$ cat src/rtl/rhd_pkg.sv
package rhd_pkg;

    typedef enum logic [1:0] {
        ST_IDLE = 2'd0,
        ST_RUN  = 2'd1,
        ST_SAT  = 2'd2,
        ST_HOLD = 2'd3
    } rhd_state_e;

    localparam logic ADDR_COUNT = 1'b0;
    localparam logic ADDR_THR   = 1'b1;

endpackage

$ cat src/rtl/rhd_sync.sv
module rhd_sync #(
    parameter int STAGES = 2
) (
    input  logic clk,
    input  logic rst_n,
    input  logic async_i,
    output logic sync_o
);
    logic [STAGES-1:0] chain_q;

    always_ff @(posedge clk or negedge rst_n) begin
        if (!rst_n) begin
            chain_q <= '1;
        end else begin
            chain_q <= {chain_q[STAGES-2:0], async_i};
        end
    end

    assign sync_o = chain_q[STAGES-1];
endmodule

$ cat src/rtl/rhd_fsm.sv
module rhd_fsm
    import rhd_pkg::*;
#(
    parameter int CNT_W = 29
) (
    input  logic             clk,
    input  logic             rst_n,
    input  logic             line_low_i,
    input  logic             clr_i,
    output logic [CNT_W-1:0] count_o,
    output rhd_state_e       state_o
);
    localparam logic [CNT_W-1:0] CNT_MAX  = {CNT_W{1'b1}};
    localparam logic [CNT_W-1:0] CNT_NEAR = CNT_MAX - 1'b1;

    rhd_state_e       state_q, state_d;
    logic [CNT_W-1:0] count_q, count_d;

    // state register
    always_ff @(posedge clk or negedge rst_n) begin
        if (!rst_n) begin
            state_q <= ST_IDLE;
        end else begin
            state_q <= state_d;
        end
    end

    // next-state logic
    always_comb begin
        state_d = state_q;
        if (clr_i) begin
            state_d = line_low_i ? ST_RUN : ST_IDLE;
        end else begin
            unique case (state_q)
                ST_IDLE: begin
                    if (line_low_i) state_d = ST_RUN;
                end
                ST_RUN: begin
                    if (!line_low_i)            state_d = ST_HOLD;
                    else if (count_q == CNT_NEAR ||
                             count_q == CNT_MAX) state_d = ST_SAT;
                end
                ST_SAT: begin
                    if (!line_low_i) state_d = ST_HOLD;
                end
                ST_HOLD: begin
                    if (line_low_i) begin
                        state_d = (count_q == CNT_NEAR || count_q == CNT_MAX)
                                  ? ST_SAT : ST_RUN;
                    end
                end
                default: state_d = ST_IDLE;
            endcase
        end
    end

    // counter datapath, steered by the same inputs
    always_comb begin
        count_d = count_q;
        if (clr_i) begin
            count_d = '0;
        end else if (line_low_i && (count_q != CNT_MAX)) begin
            count_d = count_q + 1'b1;
        end
    end

    always_ff @(posedge clk or negedge rst_n) begin
        if (!rst_n) begin
            count_q <= '0;
        end else begin
            count_q <= count_d;
        end
    end

    assign count_o = count_q;
    assign state_o = state_q;

    // one step per cycle while the line is low
    p_count_step_r1: assert property (@(posedge clk) disable iff (!rst_n)
        (line_low_i && !clr_i && count_q != CNT_MAX) |=> (count_q == $past(count_q) + 1'b1));

    // pinned at maximum
    p_no_overflow_r3: assert property (@(posedge clk) disable iff (!rst_n)
        (count_q == CNT_MAX && !clr_i) |=> (count_q == CNT_MAX));

    // clear takes effect at the edge
    p_clear_zero_r4: assert property (@(posedge clk) disable iff (!rst_n)
        clr_i |=> (count_q == '0));

    // held while released
    p_hold_stable_r5: assert property (@(posedge clk) disable iff (!rst_n)
        (!line_low_i && !clr_i) |=> $stable(count_q));

    // idle state always carries a zero count
    p_idle_zero_r9: assert property (@(posedge clk) disable iff (!rst_n)
        (state_q == ST_IDLE) |-> (count_q == '0));

    // saturated state only at maximum
    p_sat_state_r3: assert property (@(posedge clk) disable iff (!rst_n)
        (state_q == ST_SAT) |-> (count_q == CNT_MAX));
endmodule

$ cat src/rtl/rhd_regs.sv
module rhd_regs
    import rhd_pkg::*;
#(
    parameter int CNT_W   = 29,
    parameter int DATA_W  = 32,
    parameter int CLR_BIT = 31
) (
    input  logic              clk,
    input  logic              rst_n,
    input  logic              wr_en_i,
    input  logic              wr_addr_i,
    input  logic [DATA_W-1:0] wr_data_i,
    input  logic              rd_addr_i,
    input  logic [CNT_W-1:0]  count_i,
    output logic              clr_o,
    output logic [DATA_W-1:0] rd_data_o,
    output logic              long_press_o
);
    localparam int PAD_W = DATA_W - CNT_W;

    logic [CNT_W-1:0] thr_q;

    assign clr_o = wr_en_i && (wr_addr_i == ADDR_COUNT) && wr_data_i[CLR_BIT];

    always_ff @(posedge clk or negedge rst_n) begin
        if (!rst_n) begin
            thr_q <= '1;
        end else if (wr_en_i && (wr_addr_i == ADDR_THR)) begin
            thr_q <= wr_data_i[CNT_W-1:0];
        end
    end

    always_comb begin
        unique case (rd_addr_i)
            ADDR_COUNT: rd_data_o = {{PAD_W{1'b0}}, count_i};
            ADDR_THR:   rd_data_o = {{PAD_W{1'b0}}, thr_q};
            default:    rd_data_o = '0;
        endcase
    end

    assign long_press_o = (count_i >= thr_q);

    // padding bits, including the clear bit, never read as one
    p_rd_pad_zero_r7: assert property (@(posedge clk) disable iff (!rst_n)
        rd_data_o[DATA_W-1:CNT_W] == '0);

    // threshold captured from the write data
    p_thr_load_r8: assert property (@(posedge clk) disable iff (!rst_n)
        (wr_en_i && wr_addr_i == ADDR_THR) |=> (thr_q == $past(wr_data_i[CNT_W-1:0])));
endmodule

$ cat src/rtl/reset_hold_counter.sv
module reset_hold_counter
    import rhd_pkg::*;
#(
    parameter int CNT_W   = 29,
    parameter int DATA_W  = 32,
    parameter int CLR_BIT = 31,
    parameter int SYNC_N  = 2
) (
    input  logic              clk,
    input  logic              rst_n,
    input  logic              hold_n_i,
    input  logic              wr_en_i,
    input  logic              wr_addr_i,
    input  logic [DATA_W-1:0] wr_data_i,
    input  logic              rd_addr_i,
    output logic [DATA_W-1:0] rd_data_o,
    output logic              long_press_o
);
    logic             hold_n_sync;
    logic             clr;
    logic [CNT_W-1:0] count;
    rhd_state_e       state;

    rhd_sync #(.STAGES(SYNC_N)) u_sync (
        .clk     (clk),
        .rst_n   (rst_n),
        .async_i (hold_n_i),
        .sync_o  (hold_n_sync)
    );

    rhd_fsm #(.CNT_W(CNT_W)) u_fsm (
        .clk        (clk),
        .rst_n      (rst_n),
        .line_low_i (!hold_n_sync),
        .clr_i      (clr),
        .count_o    (count),
        .state_o    (state)
    );

    rhd_regs #(.CNT_W(CNT_W), .DATA_W(DATA_W), .CLR_BIT(CLR_BIT)) u_regs (
        .clk          (clk),
        .rst_n        (rst_n),
        .wr_en_i      (wr_en_i),
        .wr_addr_i    (wr_addr_i),
        .wr_data_i    (wr_data_i),
        .rd_addr_i    (rd_addr_i),
        .count_i      (count),
        .clr_o        (clr),
        .rd_data_o    (rd_data_o),
        .long_press_o (long_press_o)
    );

    // a clear during a press lands in the running state
    p_clr_restart_r6: assert property (@(posedge clk) disable iff (!rst_n)
        (clr && !hold_n_sync) |=> (state == ST_RUN));
endmodule

$ cat config.mk
export PLATFORM = sky130hd
export DESIGN_NAME = reset_hold_counter
export DESIGN_NICKNAME = d
export VERILOG_FILES = /design/src/rtl/rhd_pkg.sv /design/src/rtl/rhd_sync.sv /design/src/rtl/rhd_fsm.sv /design/src/rtl/rhd_regs.sv /design/src/rtl/reset_hold_counter.sv
export SDC_FILE = /design/constraint.sdc
export NUM_CORES = 1
export LEC_CHECK = 0
export BUFFER_PORTS_ARGS = -buffer_cell sky130_fd_sc_hd__buf_2
export CELL_PAD_IN_SITES_DETAIL_PLACEMENT = 1
export CELL_PAD_IN_SITES_GLOBAL_PLACEMENT = 1
export CORE_ASPECT_RATIO = 1.2
export CORE_UTILIZATION = 35
export CTS_CLUSTER_SIZE = 14
export DETAILED_ROUTE_END_ITERATION = 7
export PLACE_DENSITY_LB_ADDON = 0.1
export SYNTH_ARGS = -nofsm -noshare
export SYNTH_HDL_FRONTEND = slang
export SYNTH_HIERARCHICAL = 1
export SYNTH_SLANG_ARGS = --single-unit
$ cat constraint.sdc
create_clock -name clk -period 3.25 [get_ports clk]
set_clock_uncertainty 0.05 [all_clocks]
set_input_delay 0.975 -clock clk [delete_from_list [all_inputs] [get_ports clk]]
set_output_delay 0.975 -clock clk [all_outputs]
set_load 0.01 [all_outputs]
==> results.sh, run 1 <==
export IMPL_status="finished, violations left"
export IMPL_failed_checks="setup timing"
export IMPL_fin_crit_ns=3.33
export IMPL_start_util=0.359
export IMPL_drtIter0Drc=75
export IMPL_worstSetupStartpointType="flip-flop"
export IMPL_grt_max_degree=31
export IMPL_switchingPower_uw=649
export IMPL_critPathCaptureType="output pin"
export IMPL_multi_input_area_um2=2280
export IMPL_internal_power_mw=1.68
export IMPL_cts_sinks=60
export IMPL_clk_latency_ns=0.32
export IMPL_grt_usage=0.185
export IMPL_drt_wl_total_um=10100
export IMPL_fp_dieArea_um2=11700
export IMPL_antenna_found_initial=0
export IMPL_report_final_slew_viol_count=0
export IMPL_crit_fanout=3
export IMPL_worst_pin_slew_ns=0.754
export IMPL_rsz0062_at_grt="yes"
export IMPL_final_core_util=0.443
export IMPL_crit_arrival_ns=2.31
export IMPL_ant_nets=0
export IMPL_finalHoldViolations=0
export IMPL_pwr_share_clk=0.380
export IMPL_num_antenna_cells=0
export IMPL_placementRows=42
export IMPL_port_buffers=65
export IMPL_die_x_um=99.1
export IMPL_clk_path_buf_depth=2
export IMPL_worst_hold_slack_ns=0.310
export IMPL_setup_viol=1
export IMPL_grt_pass1_wl_um=17100
export IMPL_fill_cells=1281
export IMPL_worstPathRequired_ns=2.22
export IMPL_grt_overflow=0
export IMPL_fmax_mhz=300
export IMPL_max_slew_margin_rel=0.493
export IMPL_core_area_um2=11000
export IMPL_seqCellArea_um2=1540
export IMPL_ir_worst_vdd_mv=0.211
export IMPL_postSynthAreaPerCell_um2=10.2
export IMPL_drc=0
export IMPL_drtPass1Iterations=4
export IMPL_drive_above_1_share=0.445
export IMPL_dp_hpwl_um=7290
export IMPL_fin_ws_ns=-0.0844
export IMPL_grt_pass1_vias=3475
export IMPL_power_density_nw_per_um2=477
export IMPL_fin_nets=540
export IMPL_viasPerCell=5.34
export IMPL_hold_path_class="flip-flop to flip-flop"
export IMPL_synth_area_um2=3960
export IMPL_post_route_period_util=1.03
export IMPL_syn_instance_count=389
export IMPL_finalPower_mw=2.33
export IMPL_vias=3245
export IMPL_fin_setup_tns_ns=-0.0844
export IMPL_die_h_um=119
export IMPL_clkTransAtPathRegs_ns=0.05
export IMPL_area_growth_pct=23.5
export IMPL_p_comb_frac=0.224
export IMPL_switching_share=0.278
export IMPL_cts_root_buffer="clkbuf_16"
export IMPL_p_seq_frac=0.396
export IMPL_cts_inserted_buffers=9
export IMPL_yosysWarningCount=6
export IMPL_routedWlPerCell_um=16.6
export IMPL_leakage_nw=2.31
export IMPL_io_pins=71
export IMPL_gp_congestion=0.778
export IMPL_cts_tree="done"
export IMPL_maxCapViolations=0
export IMPL_setup_worst_path_class="flip-flop to output pin"
export IMPL_htree_num_levels=3
[layout by cell type, fill, tap and decap left out, types with 2 or more instances in the layout]
cell type and count:
a211o_1 2, a211oi_1 3, a21oi_1 19, a21oi_2 2, a311oi_1 5, a31o_2 3, a31oi_1 3, and2_1 3
and3_1 7, and4_1 6, buf_2 65, buf_4 20, clkbuf_1 3, clkbuf_16 9, clkbuf_8 2, clkinv_2 2
conb_1 3, dfrtp_1 29, dfstp_2 31, ha_1 27, ha_4 4, inv_1 32, inv_2 3, mux2_2 58
nand2_1 22, nand3_1 16, nand4_1 9, nor2_1 27, nor2b_1 2, nor3_1 5, nor4_4 2, o2111ai_1 3
o21ai_0 10, or3_1 6, xnor2_1 10, xor2_1 3
[critical path, cell delays in order (launching register included)]
cell	delay, ns
dfstp_2	0.54
inv_2	0.04
ha_4	0.22
a21oi_2	0.12
nand2_1	0.07
a211o_1	0.31
a2111oi_4	0.31
buf_4	0.18
o21ai_2	0.06
buf_2	0.13
[final timing paths]
| path | startpoint | end | slack, ns | depth (start not counted) |
|---|---|---|---|---|
| min in group asynchronous | rst_n | u_fsm/count_o[1] | 0.59 | 1 |
| max | u_regs/thr_q[3] | long_press_o | -0.08 | 9 |
| max reg2reg | u_fsm/count_o[1] | u_fsm/count_o[24] | 0.89 | 7 |
| min | u_sync/chain_q[0] | u_sync/chain_q[1] | 0.31 | 0 |
| min reg2reg | u_sync/chain_q[0] | u_sync/chain_q[1] | 0.31 | 0 |
| max in group asynchronous | rst_n | u_regs/thr_q[18] | 1.78 | 2 |
[flip-flops by register name (all words and copies together), names as in the netlist]
name,cells
u_fsm/count_o,29
u_sync/chain_q,2
u_regs/thr_q,29
[routing by layer]
layer / share of wire / up-vias / track usage
li1: - / 1564 / -
met5: 0 / - / 0
met4: 0.010 / 0 / 0.0524
met1: 0.44 / 1616 / 0.229
met2: 0.52 / 57 / 0.325
met3: 0.030 / 8 / 0.0355
[through the flow]
step / setup slack [ns] / cells / cell area (µm²)
4_1_cts: -0.0770 / 608 / 4890
3_3_place_gp: 0.0865 / 589 / 4520
3_5_place_dp: 0.0619 / 589 / 4520
5_1_grt: -0.146 / 608 / 4890
6_report: -0.0844 / 608 / 4890
2_1_floorplan: 0.415 / 391 / 3970
[repair_timing]
action                     4_1_cts  5_1_grt
pin swaps                        6        0
setup buffers                    3        0
hold buffers                     0        0
gates resized for setup         10        0
gates cloned                     0        0
setup endpoints to repair        1        1
[area by class of cell]
type | instances | area share
inverter | 35 | 0.0269
sequential | 60 | 0.315
multi-input combinational | 279 | 0.467
clock buffer | 14 | 0.0540
clock inverter | 2 | 0.00205
timing repair buffer | 86 | 0.101
tap | 132 | 0.0338
[power groups by stage]
stage / Combinational, mW / Clock (mW) / Sequential (mW)
floorplan: 0.290 / 0 / 0.926
global placement: 0.468 / 0 / 0.921
detailed placement: 0.484 / 0 / 0.927
CTS: 0.524 / 0.921 / 0.924
global route: 0.586 / 0.950 / 0.935
finish: 0.523 / 0.887 / 0.923
Note: power is estimated with default switching activity, not from simulation.
==> run 2: changes to the inputs <==
==> constraint.sdc (replaced) <==
create_clock -name clk -period 3.6 [get_ports clk]
set_clock_uncertainty 0.05 [all_clocks]
set_input_delay 1.08 -clock clk [delete_from_list [all_inputs] [get_ports clk]]
set_output_delay 1.08 -clock clk [all_outputs]
set_load 0.01 [all_outputs]
==> results.sh, run 2 (same netlist as run 1, synthesis figures left out) <==
export IMPL_use_met1=0.228
export IMPL_cts_hold_buf=0
export IMPL_core_area_um2=11000
export IMPL_fin_setup_tns_ns=0
export IMPL_clk_path_buf_depth=2
export IMPL_p_comb_frac=0.198
export IMPL_place_inst=580
export IMPL_cts_root_buffer="clkbuf_16"
export IMPL_leakage_nw=2.27
export IMPL_die_h_um=119
export IMPL_antenna_found_initial=0
export IMPL_grt_overflow=0
export IMPL_cts_sinks=60
export IMPL_vias=3158
export IMPL_setup_worst_path_class="flip-flop to output pin"
export IMPL_grt_pass1_wl_um=16700
export IMPL_crit_family="compound AO/OA/AOI/OAI gates"
export IMPL_fmax_mhz=289
export IMPL_final_cell_mix="65 x buf_2, 58 x mux2_2, 35 x inv_1"
export IMPL_cp_cell_sequence="inv_1 -> ha_1 -> nand4_1 -> a21oi_1 -> a211o_1 -> a2111oi_4 -> o21ai_1 -> buf_2"
export IMPL_worstPathRequired_ns=2.47
export IMPL_reg2reg_depth=6
export IMPL_fin_crit_ns=3.46
export IMPL_p_seq_frac=0.402
export IMPL_grt_max_degree=35
export IMPL_htree_num_levels=3
export IMPL_drt_wl_total_um=9780
export IMPL_area_growth_pct=20.8
export IMPL_grt_met3_usage=0.0349
export IMPL_fin_cells=595
export IMPL_finalHoldViolations=0
export IMPL_io_pins=71
export IMPL_crit_arrival_ns=2.33
export IMPL_critPathSlowestCell="dfstp_2"
export IMPL_mostFrequentLayoutCell="buf_2"
export IMPL_status="completed"
export IMPL_num_antenna_cells=0
export IMPL_dp_hpwl_um=7100
export IMPL_setup_viol=0
export IMPL_grt_usage=0.182
export IMPL_worst_hold_slack_ns=0.308
export IMPL_clkTransAtPathRegs_ns=0.05
export IMPL_holdPathStages=0
export IMPL_hold_path_class="flip-flop to flip-flop"
export IMPL_top_usage_layer="met2"
export IMPL_ant_nets=0
export IMPL_port_buffers=65
export IMPL_drtIter0Drc=80
export IMPL_post_route_period_util=0.962
export IMPL_viasPerCell=5.31
export IMPL_rsz0062_at_grt="no"
export IMPL_grtUsageMet2=0.314
export IMPL_switching_share=0.270
export IMPL_report_final_slew_viol_count=0
export IMPL_cp_depth=8
export IMPL_power_density_nw_per_um2=436
export IMPL_ir_worst_vdd_mv=0.168
export IMPL_maxCapViolations=0
export IMPL_worst_pin_slew_ns=0.744
export IMPL_die_x_um=99.1
export IMPL_gp_congestion=0.747
export IMPL_cts_tree="done"
export IMPL_pwr_share_clk=0.400
export IMPL_start_util=0.359
export IMPL_grt_pass1_vias=3369
export IMPL_clk_latency_ns=0.32
export IMPL_cts_inserted_buffers=9
export IMPL_critPathMaxStageDelay_ns=0.53
export IMPL_critPathBufInv=2
export IMPL_post_cts_buffers=0
export IMPL_drive_above_1_share=0.417
export IMPL_max_slew_margin_rel=0.500
export IMPL_worstSetupStartpointType="flip-flop"
export IMPL_drtPass1Iterations=4
export IMPL_fin_nets=528
export IMPL_routedWlPerCell_um=16.4
export IMPL_finalPower_mw=2.09
export IMPL_switchingPower_uw=564
export IMPL_internal_power_mw=1.52
export IMPL_critPathCaptureType="output pin"
export IMPL_placementRows=42
export IMPL_drc=0
export IMPL_crit_fanout=3
export IMPL_fp_dieArea_um2=11700
[run 2: cell count changes in the layout (fill, tap and decap cells not counted), moves of 2 or more]
cell and change:
inv_2 -3, clkbuf_1 -2, buf_4 -13, ha_1 +3
inv_1 +3, ha_4 -3, clkbuf_8 +2
[run 2: worst paths after layout]
check / endpoint / slack, ns / startpoint
max reg2reg: u_fsm/count_o[24] / 1.26 / u_fsm/count_o[1]
min reg2reg: u_sync/chain_q[1] / 0.31 / u_sync/chain_q[0]
min in group asynchronous: u_fsm/count_o[7] / 0.73 / rst_n
max: long_press_o / 0.14 / u_regs/thr_q[2]
min: u_sync/chain_q[1] / 0.31 / u_sync/chain_q[0]
max in group asynchronous: u_regs/thr_q[17] / 2.08 / rst_n
[run 2: cell type report]
class / instances / area [µm²]
Sequential cell: 60 / 1540
Tap cell: 132 / 165
Multi-Input combinational cell: 279 / 2240
Clock inverter: 1 / 5.00
Clock buffer: 14 / 284
Fill cell: 1274 / 6250
Inverter: 35 / 131
Timing Repair Buffer: 74 / 418
[run 2: power by group through the flow]
| stage | logic [mW] | registers [mW] | clock network (mW) |
|---|---|---|---|
| after global placement | 0.398 | 0.844 | 0 |
| final | 0.414 | 0.839 | 0.835 |
| after detailed placement | 0.413 | 0.849 | 0 |
| after floorplan | 0.262 | 0.836 | 0 |
| after global routing | 0.471 | 0.854 | 0.890 |
| after CTS | 0.418 | 0.838 | 0.867 |
[run 2: what timing repair did]
action / 4_1_cts / 5_1_grt
setup endpoints to repair: 1 / 1
pin swaps: 2 / 2
resized for setup: 1 / 1
[run 2: per-layer routing]
metal	wire, µm	up-vias	part of all wire
met5	0	-	0
met4	99	0	0.010
met3	318	8	0.033
met2	5030	51	0.51
met1	4330	1567	0.44
li1	-	1532	-
[run 2: metrics by stage]
step	utilization	setup slack [ns]	cell area (µm²)
floorplan	-	0.660	3970
global placement	0.405	0.225	4470
detailed placement	0.405	0.193	4470
CTS	0.432	0.0175	4770
global route	0.433	0.0155	4780
finish	0.433	0.136	4780
[run 2: worst register-to-register path, cell delays in order (launching register included)]
cell and delay [ns]:
dfrtp_1 0.44, ha_1 0.29, nand4_1 0.18, or3_1 0.54, nor4_4 0.39, a21oi_1 0.12
a31o_2 0.22
